**config.mk**
```make
export PLATFORM = sky130hd
export DESIGN_NAME = atomic_swap_unit
export DESIGN_NICKNAME = d
export VERILOG_FILES = /design/src/rtl/swap_pkg.sv /design/src/rtl/swap_lane_unit.sv /design/src/rtl/swap_seq.sv /design/src/rtl/atomic_swap_unit.sv
export SDC_FILE = /design/constraint.sdc
export NUM_CORES = 1
export LEC_CHECK = 0
export CAP_MARGIN = 20
export CORE_ASPECT_RATIO = 1.2
export CORE_MARGIN = 3
export CORE_UTILIZATION = 41
export DETAILED_ROUTE_END_ITERATION = 6
export MAX_ROUTING_LAYER = met4
export PLACE_DENSITY_LB_ADDON = 0.1
export SYNTH_ARGS = -nofsm -noshare
export SYNTH_HDL_FRONTEND = slang
export SYNTH_SLANG_ARGS = --single-unit
```
**constraint.sdc**
```tcl
create_clock -name clk -period 2.3 [get_ports clk]
set_clock_uncertainty 0.05 [all_clocks]
set_input_delay 0.46 -clock clk [delete_from_list [all_inputs] [get_ports clk]]
set_output_delay 0.46 -clock clk [all_outputs]
set_load 0.01 [all_outputs]
```
**src/rtl/swap_pkg.sv**
```systemverilog
package swap_pkg;

    typedef enum logic [1:0] {
        ST_IDLE  = 2'd0,
        ST_READ  = 2'd1,
        ST_WRITE = 2'd2,
        ST_RESP  = 2'd3
    } swap_state_e;

    localparam int unsigned LANE_BITS = 8;

endpackage

```
**src/rtl/swap_lane_unit.sv**
```systemverilog
// Byte-lane steering: enables, store replication and load extraction.
module swap_lane_unit
    import swap_pkg::*;
#(
    parameter int unsigned DATA_W = 32
) (
    input  logic                         byte_mode,
    input  logic [$clog2(DATA_W/LANE_BITS)-1:0] lane_sel,
    input  logic [DATA_W-1:0]            store_val,
    input  logic [DATA_W-1:0]            load_word,
    output logic [DATA_W/LANE_BITS-1:0]  lane_en,
    output logic [DATA_W-1:0]            bus_wdata,
    output logic [DATA_W-1:0]            load_result
);
    localparam int unsigned LANES = DATA_W / LANE_BITS;

    logic [LANE_BITS-1:0] lane_byte [LANES];
    logic [LANES-1:0]     sel_hot;
    logic [LANE_BITS-1:0] picked;

    for (genvar g = 0; g < LANES; g++) begin : g_lane
        assign lane_byte[g] = load_word[g*LANE_BITS +: LANE_BITS];
        assign sel_hot[g]   = (lane_sel == g[$clog2(LANES)-1:0]);
        assign lane_en[g]   = byte_mode ? sel_hot[g] : 1'b1;
        assign bus_wdata[g*LANE_BITS +: LANE_BITS] =
            byte_mode ? store_val[LANE_BITS-1:0]
                      : store_val[g*LANE_BITS +: LANE_BITS];
    end

    always_comb begin
        picked = '0;
        for (int i = 0; i < LANES; i++) begin
            if (sel_hot[i]) picked = lane_byte[i];
        end
    end

    always_comb begin
        if (byte_mode) begin
            load_result = '0;
            load_result[LANE_BITS-1:0] = picked;
        end else begin
            load_result = load_word;
        end
    end

endmodule

```
**src/rtl/swap_seq.sv**
```systemverilog
// Sequencer: accept, locked read, locked write, one-cycle response.
module swap_seq
    import swap_pkg::*;
#(
    parameter int unsigned ADDR_W = 32,
    parameter int unsigned DATA_W = 32
) (
    input  logic              clk,
    input  logic              rst,
    input  logic              req_valid,
    input  logic              req_byte,
    input  logic              req_hyp,
    input  logic [ADDR_W-1:0] req_addr,
    input  logic [DATA_W-1:0] req_wdata,
    input  logic              mem_ack,
    input  logic [DATA_W-1:0] load_result,
    output swap_state_e       state_o,
    output logic [ADDR_W-1:0] addr_o,
    output logic [DATA_W-1:0] wdata_o,
    output logic              byte_o,
    output logic              lock_o,
    output logic [DATA_W-1:0] rdata_o,
    output logic              undef_o
);
    typedef struct packed {
        swap_state_e       st;
        logic [ADDR_W-1:0] addr;
        logic [DATA_W-1:0] wdata;
        logic              bmode;
        logic              lock;
        logic [DATA_W-1:0] rdata;
        logic              undef;
    } seq_t;

    seq_t seq_d, seq_q;

    always_comb begin
        seq_d = seq_q;
        unique case (seq_q.st)
            ST_IDLE: begin
                if (req_valid) begin
                    if (req_hyp) begin
                        seq_d.st    = ST_RESP;
                        seq_d.undef = 1'b1;
                        seq_d.rdata = '0;
                    end else begin
                        seq_d.st    = ST_READ;
                        seq_d.addr  = req_addr;
                        seq_d.wdata = req_wdata;
                        seq_d.bmode = req_byte;
                        seq_d.lock  = 1'b1;
                        seq_d.undef = 1'b0;
                    end
                end
            end
            ST_READ: begin
                if (mem_ack) begin
                    seq_d.rdata = load_result;
                    seq_d.st    = ST_WRITE;
                end
            end
            ST_WRITE: begin
                if (mem_ack) begin
                    seq_d.st   = ST_RESP;
                    seq_d.lock = 1'b0;
                end
            end
            ST_RESP: begin
                seq_d.st = ST_IDLE;
            end
            default: seq_d.st = ST_IDLE;
        endcase
    end

    always_ff @(posedge clk) begin
        if (rst) begin
            seq_q <= '0;
        end else begin
            seq_q <= seq_d;
        end
    end

    assign state_o = seq_q.st;
    assign addr_o  = seq_q.addr;
    assign wdata_o = seq_q.wdata;
    assign byte_o  = seq_q.bmode;
    assign lock_o  = seq_q.lock;
    assign rdata_o = seq_q.rdata;
    assign undef_o = seq_q.undef;

endmodule

```
**src/rtl/atomic_swap_unit.sv**
```systemverilog
module atomic_swap_unit
    import swap_pkg::*;
#(
    parameter int unsigned ADDR_W = 32,
    parameter int unsigned DATA_W = 32
) (
    input  logic                        clk,
    input  logic                        rst,
    input  logic                        req_valid,
    output logic                        req_ready,
    input  logic [ADDR_W-1:0]           req_addr,
    input  logic [DATA_W-1:0]           req_wdata,
    input  logic                        req_byte,
    input  logic                        req_hyp,
    output logic                        rsp_valid,
    output logic [DATA_W-1:0]           rsp_rdata,
    output logic                        rsp_undef,
    output logic                        mem_req,
    output logic                        mem_we,
    output logic [ADDR_W-1:0]           mem_addr,
    output logic [DATA_W/LANE_BITS-1:0] mem_be,
    output logic [DATA_W-1:0]           mem_wdata,
    output logic                        mem_lock,
    input  logic                        mem_ack,
    input  logic [DATA_W-1:0]           mem_rdata
);
    localparam int unsigned LANES  = DATA_W / LANE_BITS;
    localparam int unsigned LSEL_W = $clog2(LANES);

    swap_state_e       state;
    logic [ADDR_W-1:0] addr_q;
    logic [DATA_W-1:0] wdata_q;
    logic              byte_q;
    logic              lock_q;
    logic [DATA_W-1:0] rdata_q;
    logic              undef_q;
    logic [DATA_W-1:0] load_result;

    swap_seq #(.ADDR_W(ADDR_W), .DATA_W(DATA_W)) u_seq (
        .clk        (clk),
        .rst        (rst),
        .req_valid  (req_valid),
        .req_byte   (req_byte),
        .req_hyp    (req_hyp),
        .req_addr   (req_addr),
        .req_wdata  (req_wdata),
        .mem_ack    (mem_ack),
        .load_result(load_result),
        .state_o    (state),
        .addr_o     (addr_q),
        .wdata_o    (wdata_q),
        .byte_o     (byte_q),
        .lock_o     (lock_q),
        .rdata_o    (rdata_q),
        .undef_o    (undef_q)
    );

    swap_lane_unit #(.DATA_W(DATA_W)) u_lane (
        .byte_mode  (byte_q),
        .lane_sel   (addr_q[LSEL_W-1:0]),
        .store_val  (wdata_q),
        .load_word  (mem_rdata),
        .lane_en    (mem_be),
        .bus_wdata  (mem_wdata),
        .load_result(load_result)
    );

    assign req_ready = (state == ST_IDLE);
    assign mem_req   = (state == ST_READ) || (state == ST_WRITE);
    assign mem_we    = (state == ST_WRITE);
    assign mem_addr  = addr_q;
    assign mem_lock  = lock_q;
    assign rsp_valid = (state == ST_RESP);
    assign rsp_rdata = rdata_q;
    assign rsp_undef = undef_q;

endmodule

```
==> results.yml <==
placement:
  gp_congestion: 0.861
  hpwlAfterDp_um: 9790
  port_buffers: 207
  dp_slack_ps: 170
  placedInstanceArea_sq_um: 6350
sta:
  fin_tns_setup_ps: 0
  fin_crit_ps: 2200
  slew_violations: 0
  worst_pin_slew_ps: 598
  finalHoldViolCount: 0
  setup_ws_ps: 104
  setup_viol: 0
  fin_crit_sh: 0.955
  grt_setup_unrepaired: "false"
  whs_ps: 392
  timing.slew.headroom: 0.601
  max_freq_ghz: 0.455
logic_synthesis:
  synth_area_leader_cell: "dfxtp_1"
  netlist_instances: 555
  ys_types: 32
  yosysWarnings: 0
  yosysTopAreaCellShare: 0.478
  synthTopCellsByArea: "dfxtp_1, nand2_1, a21oi_1"
  synth_edf_count: 0
  syn-cell-area_sq_um: 4230
  synth.ff_latch_count: 101
  synthFlopType: "dfxtp_1"
  seq_area_frac_synth: 0.478
  synth_area_per_cell_sq_um: 7.63
  syn-num-nets: 661
  synthTopCellsByCount: "nand2_1, dfxtp_1, a21oi_1, inv_1, o21ai_0"
  yosysMostFrequentCell: "nand2_1"
  async_flop_share: 0
setup_path:
  startpoint_type: "flop"
  cp.required_ps: 1790
  arrival_ps: 1690
  critPathMaxFanout: 33
  path_class: "flop to output pin"
  worst_setup_path_end_kind: "output pin"
layout:
  synthToLayoutAreaGrowth_pct: 59.2
  drive_gt1_frac: 0.0566
  final_cell_area_sq_um: 6740
  antenna_cells: 0
  fin_nets: 844
  fillers: 889
outcome:
  status: "finished, final reports clean"
route:
  drcViolationCount: 0
  drt_wl_total_um: 13400
  vias: 4395
  wl_per_cell_um: 15.5
  dr.pass1.iters: 4
  postRouteAntennaNets: 0
  vias_per_cell: 5.06
  initialDrtViolationCount: 232
global_route:
  grt_pass1_vias: 4381
  grt_max_degree: 58
  grt_pass1_wl_um: 21300
  overflow: 0
  antenna_found_initial: 0
  track_usage: 0.232
clock_tree:
  clock-sinks: 101
  insertion_delay_ps: 340
  cts_hold_buf: 0
  cts_setup_buffers: 0
  cts_root_buffer: "clkbuf_16"
  clk_pin_slew_ps: 70
  cts_buffer_depth: 2
  h-tree-depth: 3
  cts_tree: "done"
  cts_buffers: 9
job:
  maxCapViolCount: 0
pwr:
  powerDensity_nw_per_um2: 891
  ir_drop_uv: 624
  power_leakage_nw: 2.41
  power.total_mw: 6.01
hold_path:
  hp-class: "input port to flop"
floorplanning:
  dieHeight_um: 117
  rows: 40
  die_w_um: 98.8
  core_sq_um: 10100
  fp.dieArea_sq_um: 11600
  io_pins: 208
  start_util: 0.421
[registers in the layout, indices dropped and copies added (netlist names)]
| register | flops |
|---|---|
| u_seq.addr_o | 32 |
| u_seq.rdata_o | 32 |
| u_seq.wdata_o | 32 |
| u_seq.state_o | 2 |
| u_seq.byte_o | 1 |
| u_seq.lock_o | 1 |
| u_seq.undef_o | 1 |
[cell families after synthesis]
| kind of cell | share of synthesized area |
|---|---|
| compound gates | 0.195 |
| fa+ha+maj | 0.0118 |
| buf+inv | 0.0889 |
| flops | 0.478 |
| mux | 0.0180 |
| simple gates | 0.209 |
[path summary, 6_finish.rpt]
kind                                               startpoint                              to  slack [ps]  depth (start not counted)
worst max-delay path                u_seq.byte_o$_SDFFE_PP0P_                   mem_wdata[15]         100                          4
worst min-delay path                                      rst    u_seq.addr_o[2]$_SDFFE_PP0P_         390                          2
worst max register to register  u_seq.state_o[1]$_SDFFE_PP0P_  u_seq.rdata_o[18]$_SDFFE_PP0P_         470                          7
worst min register to register  u_seq.addr_o[10]$_SDFFE_PP0P_   u_seq.addr_o[10]$_SDFFE_PP0P_         400                          2
[repair_timing]
item | 4_1_cts | 5_1_grt
pin swaps | 0 | 0
setup endpoints to repair | 20 | 28
resized for setup | 1 | 9
gates cloned | 0 | 0
[cell type report]
class,instances,area (sq um),area share
multi-input cells,373,1840,0.273
clock buffers,11,243,0.0360
well taps,126,158,0.0234
clock inverters,4,120,0.0178
repair buffers,219,2230,0.331
flip-flops and latches,101,2020,0.300
inverters,34,128,0.0189
[report_power, final]
group          leakage [nW]  internal (mW)  switching [mW]  total [mW]
logic                  1.41          0.984            1.12        2.10
clock network         0.176           1.20           0.629        1.83
registers             0.822           1.96           0.122        2.08
total                  2.41           4.14            1.87        6.01
[routing by layer]
metal | wire length [um] | vias up | share of wire | GRT usage
met4 | 247 | 0 | 0.018 | 0.0845
met2 | 7000 | 177 | 0.52 | 0.400
met5 | 0 | - | 0 | -
met1 | 5350 | 2017 | 0.40 | 0.269
met3 | 817 | 20 | 0.061 | 0.0393
li1 | - | 2181 | - | -
[worst max-delay path, stage by stage (launching register included)]
cell             delay [ps]
dfxtp_1                 380
buf_12                  180
nand2_1                  90
o21ai_0                  90
clkdlybuf4s50_1         600
[layout by cell type, fill, tap and decap left out, drive strengths merged, types with 2 or more instances in the layout]
cell,instances
a211oi,2
nand2,169
nor3,3
clkdlybuf4s50,203
dfxtp,101
inv,34
a32oi,2
a21oi,90
bufinv,4
buf,13
nand3,26
o2bb2ai,5
a22o,3
o221ai,4
nor2,7
ha,4
o22ai,6
nor2b,5
clkbuf,11
dlymetal6s2s,3
mux2i,2
mux2,5
o21ai,33
[through the flow]
stage,utilization,cells
floorplan,-,555
global placement,0.632,853
detailed placement,0.632,853
CTS,0.668,868
global route,0.670,868
finish,0.670,868
(Power assumes the default switching activity.)
